$ cat config.mk
export PLATFORM = sky130hd
export DESIGN_NAME = cft_encoder
export DESIGN_NICKNAME = d
export VERILOG_FILES = /design/src/rtl/cft_pkg.sv /design/src/rtl/cft_classify.sv /design/src/rtl/cft_count.sv /design/src/rtl/cft_serializer.sv /design/src/rtl/cft_encoder.sv
export SDC_FILE = /design/constraint.sdc
export NUM_CORES = 1
export LEC_CHECK = 0
export ABC_AREA = 1
export BUFFER_PORTS_ARGS = -buffer_cell sky130_fd_sc_hd__buf_2
export CAP_MARGIN = 40
export CORE_ASPECT_RATIO = 1.25
export CORE_MARGIN = 2
export CORE_UTILIZATION = 38
export CTS_CLUSTER_DIAMETER = 40
export DETAILED_ROUTE_END_ITERATION = 6
export GPL_TIMING_DRIVEN = 0
export PLACE_DENSITY_LB_ADDON = 0.2
export SYNTH_ARGS = -nofsm -noshare
export SYNTH_HDL_FRONTEND = slang
export SYNTH_SLANG_ARGS = --single-unit
$ cat constraint.sdc
create_clock -name clk -period 1.73 [get_ports clk]
set_input_delay 0.2595 -clock clk [delete_from_list [all_inputs] [get_ports clk]]
set_output_delay 0.2595 -clock clk [all_outputs]
set_load 0.1 [all_outputs]
$ cat src/rtl/cft_pkg.sv
package cft_pkg;
    parameter int TGT_W = 32;
    localparam int CNT_W = 4;
    localparam int TGT_BYTES = TGT_W / 8;
    localparam int REM_W = $clog2(TGT_BYTES + 1);
    localparam logic [CNT_W-1:0] CNT_MAX = '1;

    localparam logic [3:0] TY_DIR    = 4'b1000;
    localparam logic [3:0] TY_DIR_CK = 4'b1100;
    localparam logic [3:0] TY_IND    = 4'b1001;
    localparam logic [3:0] TY_IND_CK = 4'b1101;
    localparam logic [7:0] ROLL_BYTE = 8'hFF;

    typedef enum logic [2:0] {
        EV_NONE,
        EV_COUNT,
        EV_ROLL,
        EV_BRANCH,
        EV_INDIRECT,
        EV_EXC
    } ev_e;

    typedef struct packed {
        logic direct;
        logic indirect;
        logic ckpt;
        logic exc;
        logic dbg;
        logic cfail;
    } cls_t;

    typedef struct packed {
        ev_e              kind;
        logic [7:0]       msg;
        logic [TGT_W-1:0] target;
    } entry_t;

    function automatic logic [7:0] exc_msg(logic [2:0] vec, logic [CNT_W-1:0] cnt);
        return {1'b0, vec, cnt};
    endfunction

    function automatic logic [7:0] flow_msg(logic [3:0] ty, logic [CNT_W-1:0] cnt);
        return {ty, cnt};
    endfunction

    function automatic logic emits(ev_e k);
        return (k == EV_ROLL) || (k == EV_BRANCH) || (k == EV_INDIRECT) || (k == EV_EXC);
    endfunction
endpackage

$ cat src/rtl/cft_classify.sv
module cft_classify
    import cft_pkg::*;
(
    input  logic             valid,
    input  cls_t             cls,
    input  logic [2:0]       vec,
    input  logic [TGT_W-1:0] target,
    input  logic [CNT_W-1:0] cnt,
    output entry_t           ent
);
    logic taken;
    assign taken = !cls.cfail && (cls.direct || cls.indirect);

    always_comb begin
        ent = '0;
        ent.kind = EV_NONE;
        if (valid && !cls.dbg) begin
            if (cls.exc) begin
                ent.kind = EV_EXC;
                ent.msg  = exc_msg(vec, cnt);
            end else if (!taken) begin
                if (cnt == CNT_MAX) begin
                    ent.kind = EV_ROLL;
                    ent.msg  = ROLL_BYTE;
                end else begin
                    ent.kind = EV_COUNT;
                end
            end else if (cls.indirect) begin
                ent.kind   = EV_INDIRECT;
                ent.msg    = flow_msg(cls.ckpt ? TY_IND_CK : TY_IND, cnt);
                ent.target = target;
            end else begin
                ent.kind = EV_BRANCH;
                ent.msg  = flow_msg(cls.ckpt ? TY_DIR_CK : TY_DIR, cnt);
            end
        end
    end
endmodule

$ cat src/rtl/cft_count.sv
module cft_count
    import cft_pkg::*;
(
    input  logic             clk,
    input  logic             rst,
    input  logic             en,
    input  ev_e              kind,
    output logic [CNT_W-1:0] cnt
);
    always_ff @(posedge clk) begin
        if (rst || !en) begin
            cnt <= '0;
        end else if (emits(kind)) begin
            cnt <= '0;
        end else if (kind == EV_COUNT) begin
            cnt <= cnt + 1'b1;
        end
    end

    // every emitted message leaves the count at zero
    p_cnt_clear_r8: assert property (@(posedge clk) disable iff (rst)
        (en && emits(kind)) |=> (cnt == '0));

    // disabled trace holds the count at zero
    p_cnt_off_r10: assert property (@(posedge clk) disable iff (rst)
        !en |=> (cnt == '0));
endmodule

$ cat src/rtl/cft_serializer.sv
module cft_serializer
    import cft_pkg::*;
(
    input  logic       clk,
    input  logic       rst,
    input  logic       en,
    input  entry_t     ent,
    output logic       busy,
    output logic       out_valid,
    output logic [7:0] out_byte
);
    logic [REM_W-1:0] rem;
    logic [TGT_W-1:0] shreg;
    logic [7:0]       held;

    assign busy = (rem != '0);

    always_ff @(posedge clk) begin
        if (rst || !en) begin
            rem       <= '0;
            shreg     <= '0;
            held      <= '0;
            out_valid <= 1'b0;
            out_byte  <= '0;
        end else if (busy) begin
            out_valid <= 1'b1;
            rem       <= rem - 1'b1;
            if (rem > REM_W'(1)) begin
                out_byte <= shreg[TGT_W-1 -: 8];
                shreg    <= shreg << 8;
            end else begin
                out_byte <= held;
            end
        end else begin
            case (ent.kind)
                EV_INDIRECT: begin
                    out_valid <= 1'b1;
                    out_byte  <= ent.target[TGT_W-1 -: 8];
                    shreg     <= ent.target << 8;
                    held      <= ent.msg;
                    rem       <= REM_W'(TGT_BYTES);
                end
                EV_ROLL, EV_BRANCH, EV_EXC: begin
                    out_valid <= 1'b1;
                    out_byte  <= ent.msg;
                end
                default: out_valid <= 1'b0;
            endcase
        end
    end

    // entry bytes leave on consecutive cycles
    p_consec_r4: assert property (@(posedge clk) disable iff (rst)
        (en && busy) |=> out_valid);

    // the last byte of a five-byte entry is an indirect message
    p_entry_tail_r4: assert property (@(posedge clk) disable iff (rst)
        (en && rem == REM_W'(1)) |=>
            (out_valid && (out_byte[7:4] == TY_IND || out_byte[7:4] == TY_IND_CK)));
endmodule

$ cat src/rtl/cft_encoder.sv
module cft_encoder
    import cft_pkg::*;
(
    input  logic             clk,
    input  logic             rst,
    input  logic             trace_en,
    input  logic             ret_valid,
    output logic             ret_ready,
    input  logic             ret_direct,
    input  logic             ret_indirect,
    input  logic             ret_ckpt,
    input  logic             ret_exc,
    input  logic             ret_dbg,
    input  logic             ret_cfail,
    input  logic [2:0]       exc_vec,
    input  logic [TGT_W-1:0] br_target,
    output logic             tb_valid,
    output logic [7:0]       tb_byte
);
    logic             busy;
    logic             accept;
    logic [CNT_W-1:0] cnt;
    cls_t             cls;
    entry_t           ent;

    assign ret_ready = !busy || !trace_en;
    assign accept    = ret_valid && trace_en && !busy;

    always_comb begin
        cls.direct   = ret_direct;
        cls.indirect = ret_indirect;
        cls.ckpt     = ret_ckpt;
        cls.exc      = ret_exc;
        cls.dbg      = ret_dbg;
        cls.cfail    = ret_cfail;
    end

    cft_classify u_classify (
        .valid  (accept),
        .cls    (cls),
        .vec    (exc_vec),
        .target (br_target),
        .cnt    (cnt),
        .ent    (ent)
    );

    cft_count u_count (
        .clk  (clk),
        .rst  (rst),
        .en   (trace_en),
        .kind (ent.kind),
        .cnt  (cnt)
    );

    cft_serializer u_ser (
        .clk       (clk),
        .rst       (rst),
        .en        (trace_en),
        .ent       (ent),
        .busy      (busy),
        .out_valid (tb_valid),
        .out_byte  (tb_byte)
    );

    // no output the cycle after trace is disabled
    p_gate_r10: assert property (@(posedge clk) disable iff (rst)
        !trace_en |=> !tb_valid);

    // an accepted debug event produces no byte
    p_dbg_silent_r9: assert property (@(posedge clk) disable iff (rst)
        (ret_valid && ret_ready && trace_en && ret_dbg) |=> !tb_valid);

    // the retire path stalls only while tracing
    p_stall_r4: assert property (@(posedge clk) disable iff (rst)
        !ret_ready |-> trace_en);
endmodule

# After elaboration in Yosys (flattened, before gate mapping)

Cells that the tools add are included.

Equal/unequal tests: 7
Bitwise gates (word level): 1
Reductions and logical operators: 22
Order comparisons: 1
Mux-type cells: 21
$add $sub $neg: 2

Operators with widths:

| cell                | number |
|---|---|
| $mux 32             | 6 |
| $mux 43             | 1 |
| $mux 11             | 3 |
| $mux 8              | 3 |
| $pmux 8 s2          | 1 |
| $mux 3              | 4 |
| $eq 3x2->1 const B  | 2 |
| $eq 3x3->1 const B  | 2 |
| $logic_or 1x1->1    | 6 |
| $reduce_bool 3->1   | 2 |
| $add 4x1->4 const B | 1 |
| $eq 4x4->1 const B  | 1 |
| $logic_and 1x1->1   | 4 |
| $logic_not 1->1     | 4 |
| $reduce_and 2->1    | 2 |
| $reduce_or 4->1     | 1 |
| $eq 3x1->1 const B  | 1 |
| $gt 3x1->1 const B  | 1 |
| $reduce_or 3->1     | 1 |
| $sub 3x1->3 const B | 1 |
| $mux 1              | 2 |
| $mux 2              | 1 |
| $ne 2x1->1 const B  | 1 |
| $reduce_bool 2->1   | 1 |
| 2 further kinds     | 2 |

Register bits after elaboration: 56
Output and inout bits: 10
Logic and storage cells: 60
Input port bits: 45

# Longest topological paths before layout

Depth in word-level cells: 10
Gate-level depth with buffers: 10
Gate-level depth less buffers: 10

# Modules after synthesis

A second synthesis with hierarchy kept.

Cells, all modules: 505
Area, all modules: 2997.9 sq um

Modules (own cells, without submodules):

| module         | area each (sq um) | sequential area each (sq um) | instances | cells an instance |
|---|---|---|---|---|
| cft_serializer | 2243.4            | 880.8                        | 1         | 354 |
| cft_classify   | 509.2             | 0.0                          | 1         | 111 |
| cft_count      | 231.5             | 80.1                         | 1         | 37 |
| cft_encoder    | 13.8              | 0.0                          | 1         | 3 |

# Least setup slack after synthesis

OpenSTA, ideal clock, no wires.

Path kind: register to output
From: register u_ser.rem[0]
To: output port ret_ready
Slack: -0.028 ns
Data arrival time: 1.498 ns
Required time: 1.470 ns
Cell stages (with the launch flop): 6
Cells stage by stage: dfxtp_1 -> inv_2 -> nand3_2 -> buf_6 -> clkbuf_1 -> nand2_1

Word-level cells in the longest chain between the ends: 3

RTL lines:

| item                     | line                 | source |
|---|---|---|
| start: declaration       | cft_serializer.sv:12 | `logic [REM_W-1:0] rem;` |
| start signal: assignment | cft_serializer.sv:27 | `rem <= rem - 1'b1;` |
| start signal: assignment | cft_serializer.sv:41 | `rem <= REM_W'(TGT_BYTES);` |
| $reduce_bool 3->1        | cft_serializer.sv:16 | `assign busy = (rem != '0);` |
| $logic_not 1->1          | cft_encoder.sv:26    | `assign ret_ready = !busy \|\| !trace_en;` |
| $logic_or 1x1->1         | cft_encoder.sv:26    |  |
| end: declaration         | cft_encoder.sv:8     | `output logic ret_ready,` |

Every way passes these cells.

# Worst setup path in the final report

Ends and elaborated chain as after synthesis.

==> out/metrics.cfg <==
[clocking]
cts_buffer_depth=2
cts_buffers=5
cts_tree=yes
clkTransAtPathRegs_ns=0.09
postCtsHoldBufs=0
cts.sinks=48
root_buffer=clkbuf_8
cts_max_level=2
clock_latency_ns=0.30

[yosys]
yosysTopAreaCellShare_pct=41.0
netlist-cell-type-count=22
ys_ff_latch=48
syn_inst=345
syn_nets=391
syn-cell-area_um2=2340
synthTopCellsByArea=dfxtp_1 (41%), nand2_1 (17%), o21ai_0 (8.6%)
syn_area_per_cell_um2=6.79
yosysSeqAreaShare_pct=41.0
yosysTopAreaCell=dfxtp_1
yosysWarnings=0

[detailed_routing]
drt-total-wl_um=6140
ant_nets=0
dr.pass1.iters=4
drt_iter0_markers=141
vias_per_cell=4.93
drcViolationCount=0
vias=2404
wl_per_cell_um=12.6

[grt]
grt_max_degree=20
first_global_vias=2270
grt.total_usage_pct=19.4
grt_pass1_wl_um=10400
grt_overflow=0
antenna_found_initial=0

[worst_setup_path]
slowest_stage=dfxtp_1
path_depth=5
r2r_start=u_ser.rem[0]
regToRegEndpoint=u_ser.shreg[29]
cpLargestDelayFamily=buffers and inverters
cp-start-kind=flip-flop
reg2reg_slack_ns=0.14
critPathCaptureType=output port
r2r_cells=8
crit_buf_inv=3
path_class=reg -> out
path_max_fanout=19
path_cells=inv_2 > nand3_2 > buf_8 > nand2_2 > buf_6
required_ns=1.47
critPathMaxStageDelay_ns=0.35
cp.arrival_ns=1.34
crit_start=u_ser.rem[0]

[timing]
slew_headroom_pct=63.7
post-route-period-util_pct=92.7
hold_viol=0
maxSlewViolCount=0
finalCriticalPeriod_ns=1.60
setup_viol=0
tightest_slew_ns=0.542
finClkSkew_ns=0.00908
fmax_mhz=623

[finish]
final_nets=452
n_antenna_cell=0
design_area_um2=2850
layout-drive-gt1-share_pct=22.7
final_cell_mix=nand2_1 (104), buf_2 (57), dfxtp_1 (46)
final_common_cell=nand2_1
synthToLayoutAreaGrowth_pct=21.7
post-route-util_pct=48.6

[die]
fp.dieH_um=91.8
die_w_um=74.2
fp.dieArea_um2=6810
start_util_pct=40.0
fp-row-count=31
ioPinCount=55
coreArea_um2=5860

[pwr]
ir_drop_uv=515
p_leak_nw=1.25
p_per_area_nw_per_um2=712

[placed_design]
gp_congestion=0.894
port_buffers=54
hpwl_um=4660
dpl_cell_area_um2=2720

[worst_hold_path]
worstHoldPathCells=3
whs_endpoint=u_ser.shreg[14]
holdCritPathClass=in -> reg
hp-start=br_target[6]

[status]
outcome=finished clean

[run]
max-cap-violations=0

-- cells in the mapped netlist, drive strengths merged --
cell    count
nand2     106
a22oi       2
buf        11
ha          1
dfxtp      48
a31oi      18
nor3        4
xor2        2
nand4       3
inv        35
a21oi      31
nand3      21
o21ai      40
clkbuf      5
nor2       18
-- report_power, final --
| group | switching (mW) | total, mW | internal (mW) |
|---|---|---|---|
| clock | 0.385 | 0.704 | 0.320 |
| sequential | 0.00401 | 1.12 | 1.11 |
| combinational | 0.136 | 0.207 | 0.0713 |
| total | 0.524 | 2.03 | 1.50 |
-- state kept, by name, indices dropped and copies added, names as in the netlist --
name / count
u_count.cnt: 4
u_ser.held: 8
u_ser.rem: 3
u_ser.out_byte: 8
u_ser.out_valid: 1
u_ser.shreg: 24
-- cells by family (layout without fill, tap and decap cells) --
family                     Yosys count  in the layout  share of synthesized area [%]
AOI/OAI and AO/OA                   91             91                           20.6
xor gates and xnor gates             2              2                          0.748
adders and majority gates            1              1                          0.534
buffers and inverters               51            112                           9.57
DFF                                 48             48                           41.0
and+or+nand+nor                    152            152                           27.5
-- worst max path at each step --
stage	end
after global routing	u_ser.out_byte[4]
after CTS	u_ser.out_byte[1]
after global placement	u_ser.out_byte[7]
after detailed placement	u_ser.out_byte[7]
final	ret_ready
after floorplan	ret_ready
-- final cells by class --
class | instances | area [um^2]
inverters | 35 | 131
multi-input cells | 246 | 1180
repair buffers | 55 | 284
clock inverters | 1 | 8.76
fillers | 602 | 3010
flip-flops and latches | 48 | 963
well taps | 82 | 103
clock buffers | 6 | 82.6
plain buffers | 15 | 95.1
-- routing by layer --
metal  up-vias  wire [um]  track usage [%]
li1       1258          -                -
met1      1068       2700             24.5
met2        67       3000             32.5
met3        11        310             3.96
met4         0        128             6.06
met5         -          0                0
-- timing repair --
action | in CTS | in global routing
pin swaps | 0 | 2
setup endpoints to repair | 3 | 28
setup buffers | 0 | 1
resized for setup | 2 | 12
-- stage by stage --
| step | std cells | setup TNS [ns] | hold slack [ns] | power [mW] | worst slack [ns] |
|---|---|---|---|---|---|
| 2_1_floorplan | 345 | 0 | 0.405 | 1.26 | 0.178 |
| 3_3_place_gp | 481 | -0.0520 | 0.437 | 1.34 | -0.0405 |
| 3_5_place_dp | 481 | -0.102 | 0.438 | 1.34 | -0.0662 |
| 4_1_cts | 487 | 0 | 0.191 | 2.03 | 0.0503 |
| 5_1_grt | 488 | -0.00196 | 0.206 | 2.10 | -0.00196 |
| 6_report | 488 | 0 | 0.190 | 2.03 | 0.126 |
-- worst reg2reg max path: cells and delay by family (launching register included) --
family	cells	cell delay [ns]
DFF	1	0.35
buffers and inverters	3	0.50
and+or+nand+nor	4	0.54
AOI/OAI and AO/OA	1	0.09
Note: power is estimated with default switching activity, not from simulation.
